`src/rtl/card_ctrl_pkg.sv`:
```
// Shared constants and types for the card control register block.
// Assumes a two-channel card with the channel fields packed in one byte.
package card_ctrl_pkg;

    // LED display modes, 2 bits per channel
    typedef enum logic [1:0] {
        LED_STEADY = 2'b00,
        LED_FAST   = 2'b01,
        LED_SLOW   = 2'b10,
        LED_DARK   = 2'b11
    } led_mode_e;

    localparam int NUM_CHAN = 2;
    localparam int CLK_SEL_W = 2;
    localparam int RST_LSB = CLK_SEL_W;
    localparam int LED_LSB = RST_LSB + NUM_CHAN;
    localparam int LED_W = 2;

    // Register offsets within the common area
    localparam int OFF_CTRL  = 'h00;
    localparam int OFF_STAT  = 'h02;
    localparam int OFF_FWMAJ = 'h10;
    localparam int OFF_FWMIN = 'h12;

    // Power-up control value: 16 MHz, both resets, both LEDs dark
    localparam logic [7:0] CTRL_INIT = 8'hFC;
    // Status reads idle: no serial engine sits behind this block
    localparam logic [7:0] STAT_IDLE = 8'h00;

endpackage

```
`src/rtl/card_blink_prescaler.sv`:
```
// Free-running prescaler shared by all channels. It produces one square
// phase per blink rate. Stage 0 toggles every FAST_DIV clocks and stage 1
// every SLOW_DIV clocks. Both divisors are assumed to be at least 1.
module card_blink_prescaler #(
    parameter int FAST_DIV = 2_000_000,
    parameter int SLOW_DIV = 8_000_000
) (
    input  logic       clk,
    input  logic       rst_n,
    output logic [1:0] blink_ph
);

    localparam int MAX_DIV = (SLOW_DIV > FAST_DIV) ? SLOW_DIV : FAST_DIV;
    localparam int CW = $clog2(MAX_DIV + 1) + 1;
    localparam int NSTAGE = 2;
    localparam int DIVS [NSTAGE] = '{FAST_DIV, SLOW_DIV};

    for (genvar g = 0; g < NSTAGE; g++) begin : g_stage
        localparam int D = DIVS[g];
        logic [CW-1:0] cnt;
        logic          ph;

        // Count D clocks, then invert this stage's phase
        always_ff @(posedge clk) begin
            if (!rst_n) begin
                cnt <= '0;
                ph  <= 1'b0;
            end else if (cnt == CW'(D - 1)) begin
                cnt <= '0;
                ph  <= ~ph;
            end else begin
                cnt <= cnt + 1'b1;
            end
        end

        assign blink_ph[g] = ph;
    end

endmodule

```
`src/rtl/card_led_drive.sv`:
```
// Per-channel LED decode: turns each 2-bit mode into a lit/dark level using
// the shared blink phases, so channels in the same mode stay in phase.
module card_led_drive
    import card_ctrl_pkg::*;
(
    input  logic [NUM_CHAN-1:0][LED_W-1:0] led_mode,
    input  logic [1:0]                     blink_ph,
    output logic [NUM_CHAN-1:0]            led_out
);

    for (genvar c = 0; c < NUM_CHAN; c++) begin : g_chan
        // Choose steady, fast phase, slow phase or dark for this channel
        always_comb begin
            unique case (led_mode_e'(led_mode[c]))
                LED_STEADY: led_out[c] = 1'b1;
                LED_FAST:   led_out[c] = blink_ph[0];
                LED_SLOW:   led_out[c] = blink_ph[1];
                default:    led_out[c] = 1'b0;
            endcase
        end
    end

endmodule

```
`src/rtl/card_ctrl_regfile.sv`:
```
// Host-facing register file: the writable control byte, the read-only
// firmware bytes and an idle status byte. Reads are registered: data
// appears after the edge that samples the read strobe and holds until
// the next read. Unmapped offsets read as zero.
module card_ctrl_regfile
    import card_ctrl_pkg::*;
#(
    parameter int         ADDR_W   = 6,
    parameter logic [7:0] FW_MAJOR = 8'h01,
    parameter logic [7:0] FW_MINOR = 8'h00
) (
    input  logic              clk,
    input  logic              rst_n,
    input  logic [ADDR_W-1:0] bus_addr,
    input  logic              bus_wr,
    input  logic [7:0]        bus_wdata,
    input  logic              bus_rd,
    output logic [7:0]        bus_rdata,
    output logic [7:0]        ctrl_q
);

    logic sel_ctrl, sel_stat, sel_fwmaj, sel_fwmin;
    logic [7:0] rd_mux;

    // Offset decode
    always_comb begin
        sel_ctrl  = (bus_addr == ADDR_W'(OFF_CTRL));
        sel_stat  = (bus_addr == ADDR_W'(OFF_STAT));
        sel_fwmaj = (bus_addr == ADDR_W'(OFF_FWMAJ));
        sel_fwmin = (bus_addr == ADDR_W'(OFF_FWMIN));
    end

    // Control byte: only offset 0 is writable
    always_ff @(posedge clk) begin
        if (!rst_n)
            ctrl_q <= CTRL_INIT;
        else if (bus_wr && sel_ctrl)
            ctrl_q <= bus_wdata;
    end

    // Read data selection
    always_comb begin
        if (sel_ctrl)
            rd_mux = ctrl_q;
        else if (sel_stat)
            rd_mux = STAT_IDLE;
        else if (sel_fwmaj)
            rd_mux = FW_MAJOR;
        else if (sel_fwmin)
            rd_mux = FW_MINOR;
        else
            rd_mux = 8'h00;
    end

    // Read data register, updated only on a read strobe
    always_ff @(posedge clk) begin
        if (!rst_n)
            bus_rdata <= 8'h00;
        else if (bus_rd)
            bus_rdata <= rd_mux;
    end

endmodule

```
`src/rtl/card_ctrl_regs.sv`:
```
// Top of the card control block. It splits the control byte into the
// oscillator selection, the channel resets and the LED modes, and drives
// the LEDs from a shared blink prescaler. The channel resets have no
// timing of their own: software owns the minimum reset time.
module card_ctrl_regs
    import card_ctrl_pkg::*;
#(
    parameter int         ADDR_W   = 6,
    parameter int         FAST_DIV = 2_000_000,
    parameter int         SLOW_DIV = 8_000_000,
    parameter logic [7:0] FW_MAJOR = 8'h01,
    parameter logic [7:0] FW_MINOR = 8'h00
) (
    input  logic              clk,
    input  logic              rst_n,
    input  logic [ADDR_W-1:0] bus_addr,
    input  logic              bus_wr,
    input  logic [7:0]        bus_wdata,
    input  logic              bus_rd,
    output logic [7:0]        bus_rdata,
    output logic [1:0]        osc_sel,
    output logic [1:0]        chan_rst,
    output logic [1:0]        led_out
);

    logic [7:0]                     ctrl_q;
    logic [1:0]                     blink_ph;
    logic [NUM_CHAN-1:0][LED_W-1:0] led_mode;

    card_ctrl_regfile #(
        .ADDR_W  (ADDR_W),
        .FW_MAJOR(FW_MAJOR),
        .FW_MINOR(FW_MINOR)
    ) u_regs (
        .clk      (clk),
        .rst_n    (rst_n),
        .bus_addr (bus_addr),
        .bus_wr   (bus_wr),
        .bus_wdata(bus_wdata),
        .bus_rd   (bus_rd),
        .bus_rdata(bus_rdata),
        .ctrl_q   (ctrl_q)
    );

    card_blink_prescaler #(
        .FAST_DIV(FAST_DIV),
        .SLOW_DIV(SLOW_DIV)
    ) u_presc (
        .clk     (clk),
        .rst_n   (rst_n),
        .blink_ph(blink_ph)
    );

    // Field split of the control byte
    assign osc_sel  = ctrl_q[CLK_SEL_W-1:0];
    assign chan_rst = ctrl_q[RST_LSB +: NUM_CHAN];
    for (genvar c = 0; c < NUM_CHAN; c++) begin : g_mode
        assign led_mode[c] = ctrl_q[LED_LSB + LED_W*c +: LED_W];
    end

    card_led_drive u_led (
        .led_mode(led_mode),
        .blink_ph(blink_ph),
        .led_out (led_out)
    );

endmodule

```
`config.mk`:
```
export PLATFORM = sky130hd
export DESIGN_NAME = card_ctrl_regs
export DESIGN_NICKNAME = d
export VERILOG_FILES = /design/src/rtl/card_ctrl_pkg.sv /design/src/rtl/card_blink_prescaler.sv /design/src/rtl/card_led_drive.sv /design/src/rtl/card_ctrl_regfile.sv /design/src/rtl/card_ctrl_regs.sv
export SDC_FILE = /design/constraint.sdc
export NUM_CORES = 1
export LEC_CHECK = 0
export BUFFER_PORTS_ARGS = -buffer_cell sky130_fd_sc_hd__buf_2
export CAP_MARGIN = 20
export CORE_ASPECT_RATIO = 1.25
export CORE_MARGIN = 8
export CORE_UTILIZATION = 47
export DETAILED_ROUTE_END_ITERATION = 8
export PLACE_DENSITY = 0.66
export SETUP_SLACK_MARGIN = 0.4
export SYNTH_ARGS = -nofsm -noshare
export SYNTH_HDL_FRONTEND = slang
export SYNTH_SLANG_ARGS = --single-unit
```
`constraint.sdc`:
```
create_clock -name clk -period 2.6 [get_ports clk]
set_input_delay 0.52 -clock clk [delete_from_list [all_inputs] [get_ports clk]]
set_output_delay 0.52 -clock clk [all_outputs]
set_load 0.005 [all_outputs]
```
==> key figures, run 1 <==
GRT
  • Vias in the first global route: 2430
  • Total grt overflow: 0
  • Gr usage total: 0.148
  • First-pass GRT wire length: 11000 um
  • Largest net degree at the start of global routing: 22
  • Initial antenna violation count: 0

CTS
  • H-tree depth: 3
  • Clk slew on worst S/H paths: 70 ps
  • CTS Buf Count: 9
  • CTS tree: yes
  • CTS sink cnt: 66
  • Clk Latency, worst-skew pair: 340 ps
  • Clock Path Buffers: 2
  • Clk root buf: clkbuf_8

Place
  • Placed Area: 0.00318 mm^2
  • Final RePlAce weighted congestion: 0.761
  • Setup WS pre-CTS: 499 ps
  • Post-DP HPWL: 4400 um
  • Buffers added on ports: 31

Yosys
  • Synth top area cells: dfxtp_1 (45%), xnor2_1 (5.3%), nor2_1 (5.0%)
  • Cell count after synthesis: 343
  • Commonest cells in the netlist: dfxtp_1 (66), nor2_1 (39), a21oi_1 (28)
  • Cell Area, Synth: 0.00296 mm^2
  • EDFF count, synth: 0
  • Number of library cell types mapped by synthesis: 36
  • Synth Flop Type: dfxtp_1
  • Most common cell in the netlist: dfxtp_1
  • Average size of a mapped cell: 8.62 um^2
  • Synth Net Count: 363
  • Yosys warns: 0
  • Cell taking the most area after synthesis: dfxtp_1
  • Asr flop ratio synth: 0
  • Synth top area share: 0.447
  • Yosys reg bits: 66
  • Sequential fraction of the synthesis area: 0.447

Worst setup path
  • CP required: 2870 ps
  • Startpoint types: flop
  • CP Capture Type: flop
  • R2r setup slk: 560 ps
  • Critical path arrival: 2310 ps
  • CP max FO: 9
  • Setup Crit Path Kind: flop to flop

Floorplanning
  • Starting density of the core: 0.482
  • Ports: 32
  • CORE AREA: 0.00613 mm^2
  • Die ar.: 0.00910 mm^2
  • Die height: 105 um
  • # rows: 32
  • Chip Width: 86.9 um

Detailed routing
  • Via count: 2456
  • Antenna viol nets, final: 0
  • DRC Markers: 0
  • Drt initial violations: 96
  • Pre-antenna DRT Iters: 4
  • WL/cell: 13.3 um
  • Via density: 5.30
  • Routed wire length: 6160 um

STA
  • Final Hold Viols: 0
  • Part of the cycle the worst path needs: 0.786
  • Maximum achievable frequency: 0.490 GHz
  • RSZ-0062 raised after global routing: no
  • Post-layout minimum cycle time: 2040 ps
  • Post-Route Setup TNS: 0 ps
  • Worst Skew: 7.62 ps
  • Setup ws final: 557 ps
  • Slew @ Worst Pin: 535 ps
  • Final setup violation count: 0
  • Final Slew Violations: 0
  • Max_slew headroom: 0.643

Power and ir drop
  • Leak: 1.12 nW
  • Overall power: 1.91 mW
  • Pwr per Cell Area: 567 mW/mm^2
  • Worst VDD drop: 0.312 mV

Outcome
  • Status: complete, no violations

Run
  • Max-cap violation count: 0

Min path
  • Worst hold path type: primary input to flop

Cells and area
  • Ant diodes: 0
  • Filler cell count: 563
  • Layout area overhead: 13.8%
  • Total Nets Final: 393
  • Post-layout util: 0.549
  • Share of post-route cells with drive strength above 1: 0.161
  • Cell area after layout: 0.00336 mm^2
## sequential cells by signal, indices dropped and copies added (netlist names)
signal               cells
u_regs.ctrl_q            8
u_presc.g_stage.ph       2
u_presc.g_stage.cnt     48
u_regs.bus_rdata         8
## cells in the final DEF, fill, tap and decap left out, types with 2 or more instances in the layout
master	count
nand4_1	16
or2_2	2
nor4_1	6
clkbuf_8	9
and2_1	4
nor2b_1	2
o21ai_0	13
or4_4	2
mux2i_1	9
and4_1	4
nor2_1	39
inv_1	7
or3_1	12
xor2_1	9
buf_2	31
nand3_1	21
nand2_1	22
a21oi_1	28
dfxtp_1	66
clkinv_2	4
xnor2_1	18
or4_1	10
nor3_1	8
nand2b_1	9
o31ai_1	6
ha_1	2
buf_4	5
## metrics by stage
step / instances / hold slack [ps]
after floorplan: 343 / 418
after global placement: 447 / 431
after detailed placement: 447 / 441
after CTS: 463 / 380
after global routing: 463 / 420
final: 463 / 391
## layout make-up
class	instances	area [um^2]	share of cell area
Clock inverter	6	57.6	0.0171
Inverter	7	26.3	0.00781
Sequential cell	66	1320	0.393
Tap cell	85	106	0.0316
Clock buffer	10	128	0.0379
Multi-Input combinational cell	253	1530	0.456
Timing Repair Buffer	36	193	0.0573
## routing by layer
layer,routed length (um),track usage,vias to the layer above
met4,140,0.0901,0
met3,120,0.0298,15
li1,-,-,1279
met5,0,0,-
met2,3140,0.241,23
met1,2760,0.174,1139
## path summary, 6_finish.rpt
| kind | startpoint | endpoint | cells after the start |
|---|---|---|---|
| setup / recovery | u_presc.g_stage[0].cnt[2] | u_presc.g_stage[0].cnt[21] | 4 |
| hold / removal | bus_wdata[2] | u_regs.ctrl_q[2] | 3 |
| setup reg to reg | u_presc.g_stage[0].cnt[2] | u_presc.g_stage[0].cnt[21] | 4 |
| hold reg to reg | u_presc.g_stage[1].cnt[0] | u_presc.g_stage[1].cnt[0] | 1 |
## worst max-delay path, stage by stage, from the launching register on
cell and delay (ps):
dfxtp_1 450, nand4_2 200, or4_1 730, or4_1 450, a21oi_1 150
## cell families after synthesis
| group | count (synthesis) | synth area share |
|---|---|---|
| and+or+nand+nor | 166 | 0.307 |
| DFF | 66 | 0.447 |
| AOI/OAI and AO/OA | 49 | 0.0893 |
| xor gates and xnor gates | 27 | 0.0800 |
| buffers and inverters | 24 | 0.0377 |
| muxes | 9 | 0.0305 |
| adders and majority gates | 2 | 0.00847 |
## where the power goes
| group | internal (mW) | switching (mW) |
|---|---|---|
| Clock | 0.436 | 0.382 |
| Combinational | 0.0250 | 0.0350 |
| Sequential | 1.02 | 0.00937 |
## timing repair
action	4_1_cts	5_1_grt
hold buffers	0	0
resized for setup	0	1
endpoints found under the setup margin	0	4
buffers inserted	0	0
No activity file was read; power rests on OpenSTA's default activity.
==> run 2, diff against run 1 <==
==> constraint.sdc (replaced) <==
create_clock -name clk -period 2 [get_ports clk]
set_input_delay 0.4 -clock clk [delete_from_list [all_inputs] [get_ports clk]]
set_output_delay 0.4 -clock clk [all_outputs]
set_load 0.005 [all_outputs]
==> run 2 against run 1 <==
Compared with the run above:
- global-route usage rose by 0.74 points
- critical endpoint is now u_presc.g_stage[1].ph
- clock skew rose by 2.6 ps
- die area unchanged
- clock-buffer cell count is 1 higher
- routed wire length grew 10%
==> key figures, run 2 (synthesis results as in run 1) <==
STA
  • Maximum achievable frequency: 0.528 GHz
  • Setup ws final: 106 ps
  • Hold WS: 267 ps
  • Final Slew Violations: 0
  • Final Hold Viols: 0
  • Max_slew headroom: 0.621
  • Slew @ Worst Pin: 567 ps
  • Part of the cycle the worst path needs: 0.947
  • Worst Skew: 10.2 ps
  • Post-layout minimum cycle time: 1890 ps
  • Post-Route Setup TNS: 0 ps
  • Final setup violation count: 0
  • RSZ-0062 raised after global routing: yes

Place
  • Post-DP HPWL: 4700 um
  • Placed Cells: 454
  • Setup WS pre-CTS: 32.8 ps
  • Final RePlAce weighted congestion: 0.791
  • Buffers added on ports: 31
  • Placed Area: 0.00330 mm^2

Cells and area
  • Cell area after layout: 0.00367 mm^2
  • Most common cell after layout, fill and taps aside: dfxtp_1
  • Total Nets Final: 412
  • Filler cell count: 554
  • Regs by FF count: u_presc.g_stage.cnt (48), u_regs.bus_rdata (8), u_regs.ctrl_q (8)
  • Ant diodes: 0
  • Reg with most FFs: u_presc.g_stage.cnt
  • Most frequent cells in the layout: dfxtp_1 (51), nor2_1 (39), buf_2 (31)
  • Largest register FFs: 48
  • Finished Layout Cells: 482
  • Share of post-route cells with drive strength above 1: 0.267
  • Layout area overhead: 24.2%
  • Post-layout util: 0.599

Worst setup path
  • Startpoint types: flop
  • Critical path arrival: 2170 ps
  • CP peak stage delay: 520 ps
  • Slowest cell on crit path: or4_4
  • Setup Crit Path Kind: flop to flop
  • Crit path max-delay family: simple AND/OR/NAND/NOR gates
  • R2R Path Start: u_presc.g_stage[1].cnt[11]
  • CP max FO: 3
  • CP startpoint: u_presc.g_stage[1].cnt[11]
  • CP required: 2280 ps
  • WP buf/inv: 0
  • Crit path cell chain: or4_1 -> or4_4 -> or3_4 -> a21oi_2
  • CP Capture Type: flop

CTS
  • CTS tree: yes
  • Clk root buf: clkbuf_8
  • Clk Latency, worst-skew pair: 340 ps
  • Clk slew on worst S/H paths: 80 ps
  • CTS sink cnt: 66
  • CTS Buf Count: 9
  • CTS Hold Buffers Added: 0
  • H-tree depth: 3
  • Clock Path Buffers: 2

Floorplanning
  • Chip Width: 86.9 um
  • # rows: 32
  • Starting density of the core: 0.482
  • Die ar.: 0.00910 mm^2
  • Ports: 32
  • Die height: 105 um
  • CORE AREA: 0.00613 mm^2

Power and ir drop
  • Leak: 1.26 nW
  • Overall power: 2.62 mW
  • Pwr per Cell Area: 712 mW/mm^2
  • Worst VDD drop: 0.439 mV

Detailed routing
  • Via count: 2572
  • DRC Markers: 0
  • Pre-antenna DRT Iters: 4
  • Antenna viol nets, final: 0
  • Via density: 5.34
  • WL/cell: 14.1 um
  • Drt initial violations: 133
  • Routed wire length: 6790 um

GRT
  • First-pass GRT wire length: 11500 um
  • Initial antenna violation count: 0
  • Total grt overflow: 0
  • Gr usage total: 0.156
  • Largest net degree at the start of global routing: 22
  • Vias in the first global route: 2530

Run
  • Max-cap violation count: 0

Min path
  • Hold path start: bus_wdata[2]
  • Worst hold path type: primary input to flop

Outcome
  • Status: complete, no violations
==> run 2: cell count changes in the layout (fill, tap and decap cells not counted), sizes merged <==
| cell | previous run | this run |
|---|---|---|
| buf | 36 | 55 |
| clkinv | 4 | 0 |
| inv | 7 | 10 |
| clkbuf | 10 | 11 |
==> run 2: worst paths after layout <==
path,slack (ps),depth (start not counted),end
setup / recovery,110,4,u_presc.g_stage[1].ph
hold reg to reg,450,1,u_presc.g_stage[1].cnt[0]
setup reg to reg,110,4,u_presc.g_stage[1].ph
hold / removal,270,3,u_regs.ctrl_q[2]
==> run 2: routing by layer <==
metal  wire length, um  part of all wire  track usage  vias up
met1              2870              0.42        0.164     1223
met5                 0                 0            0        -
met2              3670              0.54        0.277       25
li1                  -                 -            -     1318
met4                66            0.0097       0.0580        0
met3               182             0.027       0.0509        6
==> run 2: what timing repair did <==
item	4_1_cts	5_1_grt
buffers inserted	12	0
endpoints found under the setup margin	30	55
cloned	0	0
pin swaps	8	2
endpoints found under the hold margin	0	0
resized for setup	10	12
==> run 2: worst min-delay path, cell delays in order <==
cell and delay [ps]:
buf_2 80, mux2i_1 50, nand2_1 50
==> run 2: layout make-up <==
class	count	area, um^2	area share
clock buffer	11	151	0.0412
clock inverter	5	58.8	0.0160
inverter	7	26.3	0.00716
multi-input combinational	253	1620	0.441
sequential	66	1360	0.369
tap	85	106	0.0290
timing repair buffer	55	355	0.0968
==> run 2: report_power, final <==
part           switching (mW)  internal (mW)
Clock                   0.533          0.650
Combinational          0.0541         0.0475
Sequential             0.0114           1.32
